### src/rtl/dlcal_pkg.sv
package dlcal_pkg;
  typedef enum logic [0:0] {ST_IDLE = 1'b0, ST_CAL = 1'b1} dl_state_e;

  // Rate code to log2 of the recalibration interval
  function automatic int unsigned interval_log2(int unsigned base, int unsigned code);
    return base + 2 * code;
  endfunction
endpackage

### src/rtl/dlcal_timer.sv
module dlcal_timer #(
  parameter int unsigned BASE_LOG2 = 14,
  parameter int unsigned CW        = BASE_LOG2 + 6
) (
  input  logic       clk,
  input  logic       rst,
  input  logic       run_i,
  input  logic [1:0] rate_i,
  output logic       expire_o
);
  import dlcal_pkg::*;

  localparam int unsigned NCODES = 4;

  logic [CW-1:0] cnt_q;
  logic [CW-1:0] term [NCODES];

  // Terminal count for each rate code
  for (genvar g = 0; g < NCODES; g++) begin : g_term
    localparam int unsigned LG = interval_log2(BASE_LOG2, g);
    assign term[g] = CW'((64'd1 << LG) - 64'd1);
  end

  assign expire_o = run_i && (cnt_q == term[rate_i]);

  always_ff @(posedge clk) begin
    if (rst || !run_i || expire_o) cnt_q <= '0;
    else                           cnt_q <= cnt_q + 1'b1;
  end
endmodule

### src/rtl/dlcal_fsm.sv
module dlcal_fsm (
  input  logic                 clk,
  input  logic                 rst,
  input  logic                 cal_start_i,
  input  logic                 expire_i,
  input  logic                 lock_i,
  output dlcal_pkg::dl_state_e state_o,
  output logic                 cal_bit_o,
  output logic                 done_o
);
  import dlcal_pkg::*;

  dl_state_e state_q;
  logic      cal_bit_q;
  logic      accept;

  assign accept = (state_q == ST_IDLE) && (cal_bit_q || expire_i);
  assign done_o = (state_q == ST_CAL) && lock_i;

  always_ff @(posedge clk) begin
    if (rst) begin
      state_q   <= ST_IDLE;
      cal_bit_q <= 1'b0;
    end else begin
      // A new write in the accept cycle wins over the self-clear
      if (cal_start_i)  cal_bit_q <= 1'b1;
      else if (accept)  cal_bit_q <= 1'b0;

      case (state_q)
        ST_IDLE: if (accept) state_q <= ST_CAL;
        ST_CAL:  if (lock_i) state_q <= ST_IDLE;
        default:             state_q <= ST_IDLE;
      endcase
    end
  end

  assign state_o   = state_q;
  assign cal_bit_o = cal_bit_q;
endmodule

### src/rtl/dlcal_flags.sv
module dlcal_flags (
  input  logic clk,
  input  logic rst,
  input  logic done_i,
  input  logic irq_en_i,
  input  logic irq_clr_i,
  input  logic run_req_i,
  output logic ready_o,
  output logic irq_o,
  output logic cnt_run_o
);
  logic ready_q, irq_q, run_q;

  always_ff @(posedge clk) begin
    if (rst) begin
      ready_q <= 1'b0;
      irq_q   <= 1'b0;
      run_q   <= 1'b0;
    end else begin
      if (done_i) ready_q <= 1'b1;

      // Interrupt only on the first setting of ready; set beats clear
      if (done_i && !ready_q && irq_en_i) irq_q <= 1'b1;
      else if (irq_clr_i)                 irq_q <= 1'b0;

      run_q <= run_req_i && ready_q;
    end
  end

  assign ready_o   = ready_q;
  assign irq_o     = irq_q;
  assign cnt_run_o = run_q;
endmodule

### src/rtl/dlcal_seq.sv
module dlcal_seq #(
  parameter int unsigned BASE_LOG2 = 14
) (
  input  logic       clk,
  input  logic       rst,
  input  logic       cal_start_i,
  input  logic       per_en_i,
  input  logic [1:0] rate_i,
  input  logic       irq_en_i,
  input  logic       irq_clr_i,
  input  logic       run_req_i,
  input  logic       lock_i,
  output logic       cal_req_o,
  output logic       cal_busy_o,
  output logic       ready_o,
  output logic       irq_o,
  output logic       cnt_run_o
);
  import dlcal_pkg::*;

  localparam int unsigned TCW = interval_log2(BASE_LOG2, 3);

  dl_state_e state;
  logic      expire, done, tmr_run, ready;

  // Periodic timer runs only while idle, calibrated and enabled
  assign tmr_run = (state == ST_IDLE) && ready && per_en_i;

  dlcal_timer #(.BASE_LOG2(BASE_LOG2), .CW(TCW)) u_timer (
    .clk(clk), .rst(rst), .run_i(tmr_run), .rate_i(rate_i), .expire_o(expire)
  );

  dlcal_fsm u_fsm (
    .clk(clk), .rst(rst), .cal_start_i(cal_start_i), .expire_i(expire),
    .lock_i(lock_i), .state_o(state), .cal_bit_o(cal_busy_o), .done_o(done)
  );

  dlcal_flags u_flags (
    .clk(clk), .rst(rst), .done_i(done), .irq_en_i(irq_en_i),
    .irq_clr_i(irq_clr_i), .run_req_i(run_req_i), .ready_o(ready),
    .irq_o(irq_o), .cnt_run_o(cnt_run_o)
  );

  assign ready_o   = ready;
  assign cal_req_o = (state == ST_CAL);
endmodule

### config.mk
export PLATFORM = sky130hd
export DESIGN_NAME = dlcal_seq
export DESIGN_NICKNAME = d
export VERILOG_FILES = /design/src/rtl/dlcal_pkg.sv /design/src/rtl/dlcal_timer.sv /design/src/rtl/dlcal_fsm.sv /design/src/rtl/dlcal_flags.sv /design/src/rtl/dlcal_seq.sv
export SDC_FILE = /design/constraint.sdc
export NUM_CORES = 1
export LEC_CHECK = 0
export CORE_MARGIN = 10
export CORE_UTILIZATION = 57
export CTS_BUF_LIST = sky130_fd_sc_hd__clkbuf_16
export CTS_CLUSTER_DIAMETER = 200
export DETAILED_ROUTE_END_ITERATION = 10
export HOLD_SLACK_MARGIN = 0.02
export PLACE_DENSITY_LB_ADDON = 0.05
export SYNTH_ARGS = -nofsm -noshare
export SYNTH_HDL_FRONTEND = slang
export SYNTH_SLANG_ARGS = --single-unit
### constraint.sdc
create_clock -name clk -period 4 [get_ports clk]
set_input_delay 0.8 -clock clk [delete_from_list [all_inputs] [get_ports clk]]
set_output_delay 0.8 -clock clk [all_outputs]
set_load 0.05 [all_outputs]
==> summary.txt <==
Status
  • Status: finished, final reports clean

Floorplan
  • Total I/O pin count: 15
  • Overall die area: 4230 um2
  • Chip Height: 65.1 um
  • Initial Utilization: 0.596
  • Number of standard-cell rows in the floorplan: 16
  • Die width: 65.1 um
  • Placeable core area: 1940 um2

Run
  • MaxCap Viol Count: 0

Power
  • Switching share of power: 0.206
  • Power Dens Cells: 365 nW/um2
  • Standby leakage power: 0.000468 uW
  • Net load switching power: 104 uW
  • Share of total power in combinational logic: 0.061
  • Int Pwr: 402 uW
  • Clock group share of total power: 0.437
  • Total power draw: 506 uW
  • Portion of total power attributed to sequential cells: 0.503
  • Worst vdd rail ir drop: 0.272 mV

Timing
  • TNS Setup: 0 ps
  • Post-route worst setup slack: 1660 ps
  • Count of endpoints failing hold in the final timing report: 0
  • Setup repair after global routing missed its margin: false
  • Period utilisation layout: 0.585
  • Tightest slew margin relative to the limit: 0.664
  • Maximum frequency from static timing analysis: 0.427 GHz
  • Worst clock skew on the final layout: 1.32 ps
  • Clock period minus final worst setup slack: 2340 ps
  • Slew at the pin closest to its max-slew limit: 502 ps
  • Final count of pins violating max slew: 0
  • Number of setup violations in the final report: 0

Setup path
  • Worst Setup Path Type: register to output pin
  • Crit-path slowest cell: clkdlybuf4s50_1
  • Critical path capture point type: output pin
  • Endpoint arrival time on the critical path: 1540 ps
  • Buffers plus inverters on the worst setup path: 1
  • Worst path top cell family by delay: buffers and inverters
  • Worst EP required: 3200 ps
  • Ordered list of cells on the worst path: clkdlybuf4s50_1
  • Slowest cell delay on critical path: 850 ps
  • Launching element type of the critical path: register
  • Worst-path fanout max: 8

Finish
  • Area used by multi-input combinational logic: 614 um2
  • Post-layout util: 0.714
  • Final layout net count: 147
  • Share of layout cells above drive strength 1: 0.0889
  • Layout Area Growth over Synthesis: 19.8%
  • Fill cell total of the finished layout: 161
  • Area taken by flip-flops and latches: 500 um2
  • Diode count: 0

Min path
  • Tightest Hold Check Type: register to register

Yosys
  • Unique cell type count in the Yosys netlist: 33
  • Synth area leaders: dfxtp_1, xor2_1, nor3_1
  • Fraction of the yosys area taken by sequential cells: 0.432
  • Net count after synthesis: 133
  • Post-Syn Area: 1160 um2
  • Count of state elements after synthesis: 25
  • EDFF count, synth: 0
  • Most frequently used flop master after synthesis: dfxtp_1
  • Gate count after technology mapping: 122
  • Synth area leader: dfxtp_1
  • Leading cell type by number of instances after synthesis: dfxtp_1
  • Share of the synthesized area in the top cell type: 0.432
  • Post-Synthesis Mean Instance Area: 9.49 um2
  • Post-synth ARST share: 0
  • Ranking of synthesized cells by instance count: dfxtp_1, nor3_1, xor2_1
  • Synth warn: 0

Clock network
  • TritonCTS clock tree: yes
  • # resized after CTS: 0
  • Clock root buffer: clkbuf_16
  • Cts bufs inserted: 3
  • Clk sinks: 25
  • Longest Clk Path Bufs: 2
  • Total number of H-tree levels: 1
  • Number of buffers inserted to repair setup after CTS: 0
  • Clk slew on worst S/H paths: 60 ps
  • Number of buffers added to fix hold violations after cts: 0
  • Later-pin clock latency in the skew report: 260 ps

Drt
  • Vias per inst: 5.71
  • Count of vias placed by the detailed router: 925
  • Wire per inst: 14.5 um
  • Antenna-violating nets left: 0
  • DRC violations left: 0
  • Number of optimization iterations in the first detailed-route pass: 4
  • Total Wirelength: 2.35 mm
  • Number of DRC markers in iteration 0: 29

Placement
  • Count of buffers from port buffering: 14
  • Sum of net half-perimeters after detailed placement: 1.71 mm
  • Pre-CTS setup slack: 1420 ps
  • Final GP Congestion: 0.776

Global routing
  • Vias in the first global route: 913
  • Largest net degree at the start of global routing: 21
  • Total global routing track utilization: 0.122
  • GRT Residual Overflow: 0
  • Global-route wire length before repair: 4.10 mm
  • Number of antenna violations at the first check in global routing: 0
worst paths after layout:
| kind | endpoint | slack [ps] | cells after the start | from |
|---|---|---|---|---|
| worst min register to register | u_flags.irq_o | 460 | 2 | u_flags.irq_o |
| worst max-delay path | cal_req_o | 1660 | 1 | u_fsm.state_o |
| worst min-delay path | u_flags.irq_o | 460 | 2 | u_flags.irq_o |
| worst max register to register | u_timer.cnt_q[16] | 2180 | 5 | u_timer.cnt_q[0] |
power by group through the flow:
stage               logic (uW)  clock network, uW  registers [uW]
floorplan                 5.97                  0             268
global placement          29.8                  0             260
detailed placement        30.9                  0             260
CTS                       30.9                226             254
global route              32.8                238             254
finish                    30.6                221             254
worst min-delay path, stage by stage (launching register included):
cell	delay, ps
dfxtp_1	310
nand2b_1	60
a21oi_1	50
state kept, by name, indices dropped and copies added (netlist names):
name / flops
u_fsm.cal_bit_o: 1
u_flags.ready_o: 1
u_timer.cnt_q: 20
u_flags.cnt_run_o: 1
u_fsm.state_o: 1
u_flags.irq_o: 1
layer usage:
layer | up-vias | wire, um | global-route usage
met3 | 5 | 125 | 0.0395
met4 | 0 | 41 | 0.0642
met1 | 419 | 959 | 0.129
met5 | - | 0 | 0
li1 | 482 | - | -
met2 | 19 | 1230 | 0.209
through the flow:
step | hold WS (ps) | area, um2 | std cells
2_1_floorplan | 445 | 1160 | 122
3_3_place_gp | 455 | 1300 | 158
3_5_place_dp | 462 | 1300 | 158
4_1_cts | 469 | 1390 | 162
5_1_grt | 502 | 1390 | 162
6_report | 464 | 1390 | 162
placed cells by master (no fill, tap or decap), types with 2 or more instances in the layout:
cell / n
a211oi_1: 6
a21oi_1: 4
and3_1: 5
clkbuf_16: 3
clkdlybuf4s50_1: 14
dfxtp_1: 25
inv_1: 2
nand2_1: 4
nand3_1: 7
nand4_1: 4
nand4_4: 2
nor2_1: 4
nor3_1: 13
o21ai_0: 7
or3_1: 5
or4_1: 2
xnor2_1: 3
xor2_1: 9
final cells by class:
type                            instances  area share
Timing Repair Buffer                   15       0.106
Sequential cell                        25       0.361
Inverter                                2     0.00542
Tap cell                               27      0.0244
Clock inverter                          1     0.00542
Multi-Input combinational cell         89       0.443
Clock buffer                            3      0.0542
cell families after synthesis:
logic type	Yosys count	share of synthesized area
DFF	25	0.432
adders and majority gates	1	0.0108
xor gates and xnor gates	12	0.0908
AOI/OAI and AO/OA	21	0.125
and+or+nand+nor	55	0.304
buffers and inverters	8	0.0368
Note: power is estimated with default switching activity, not from simulation.
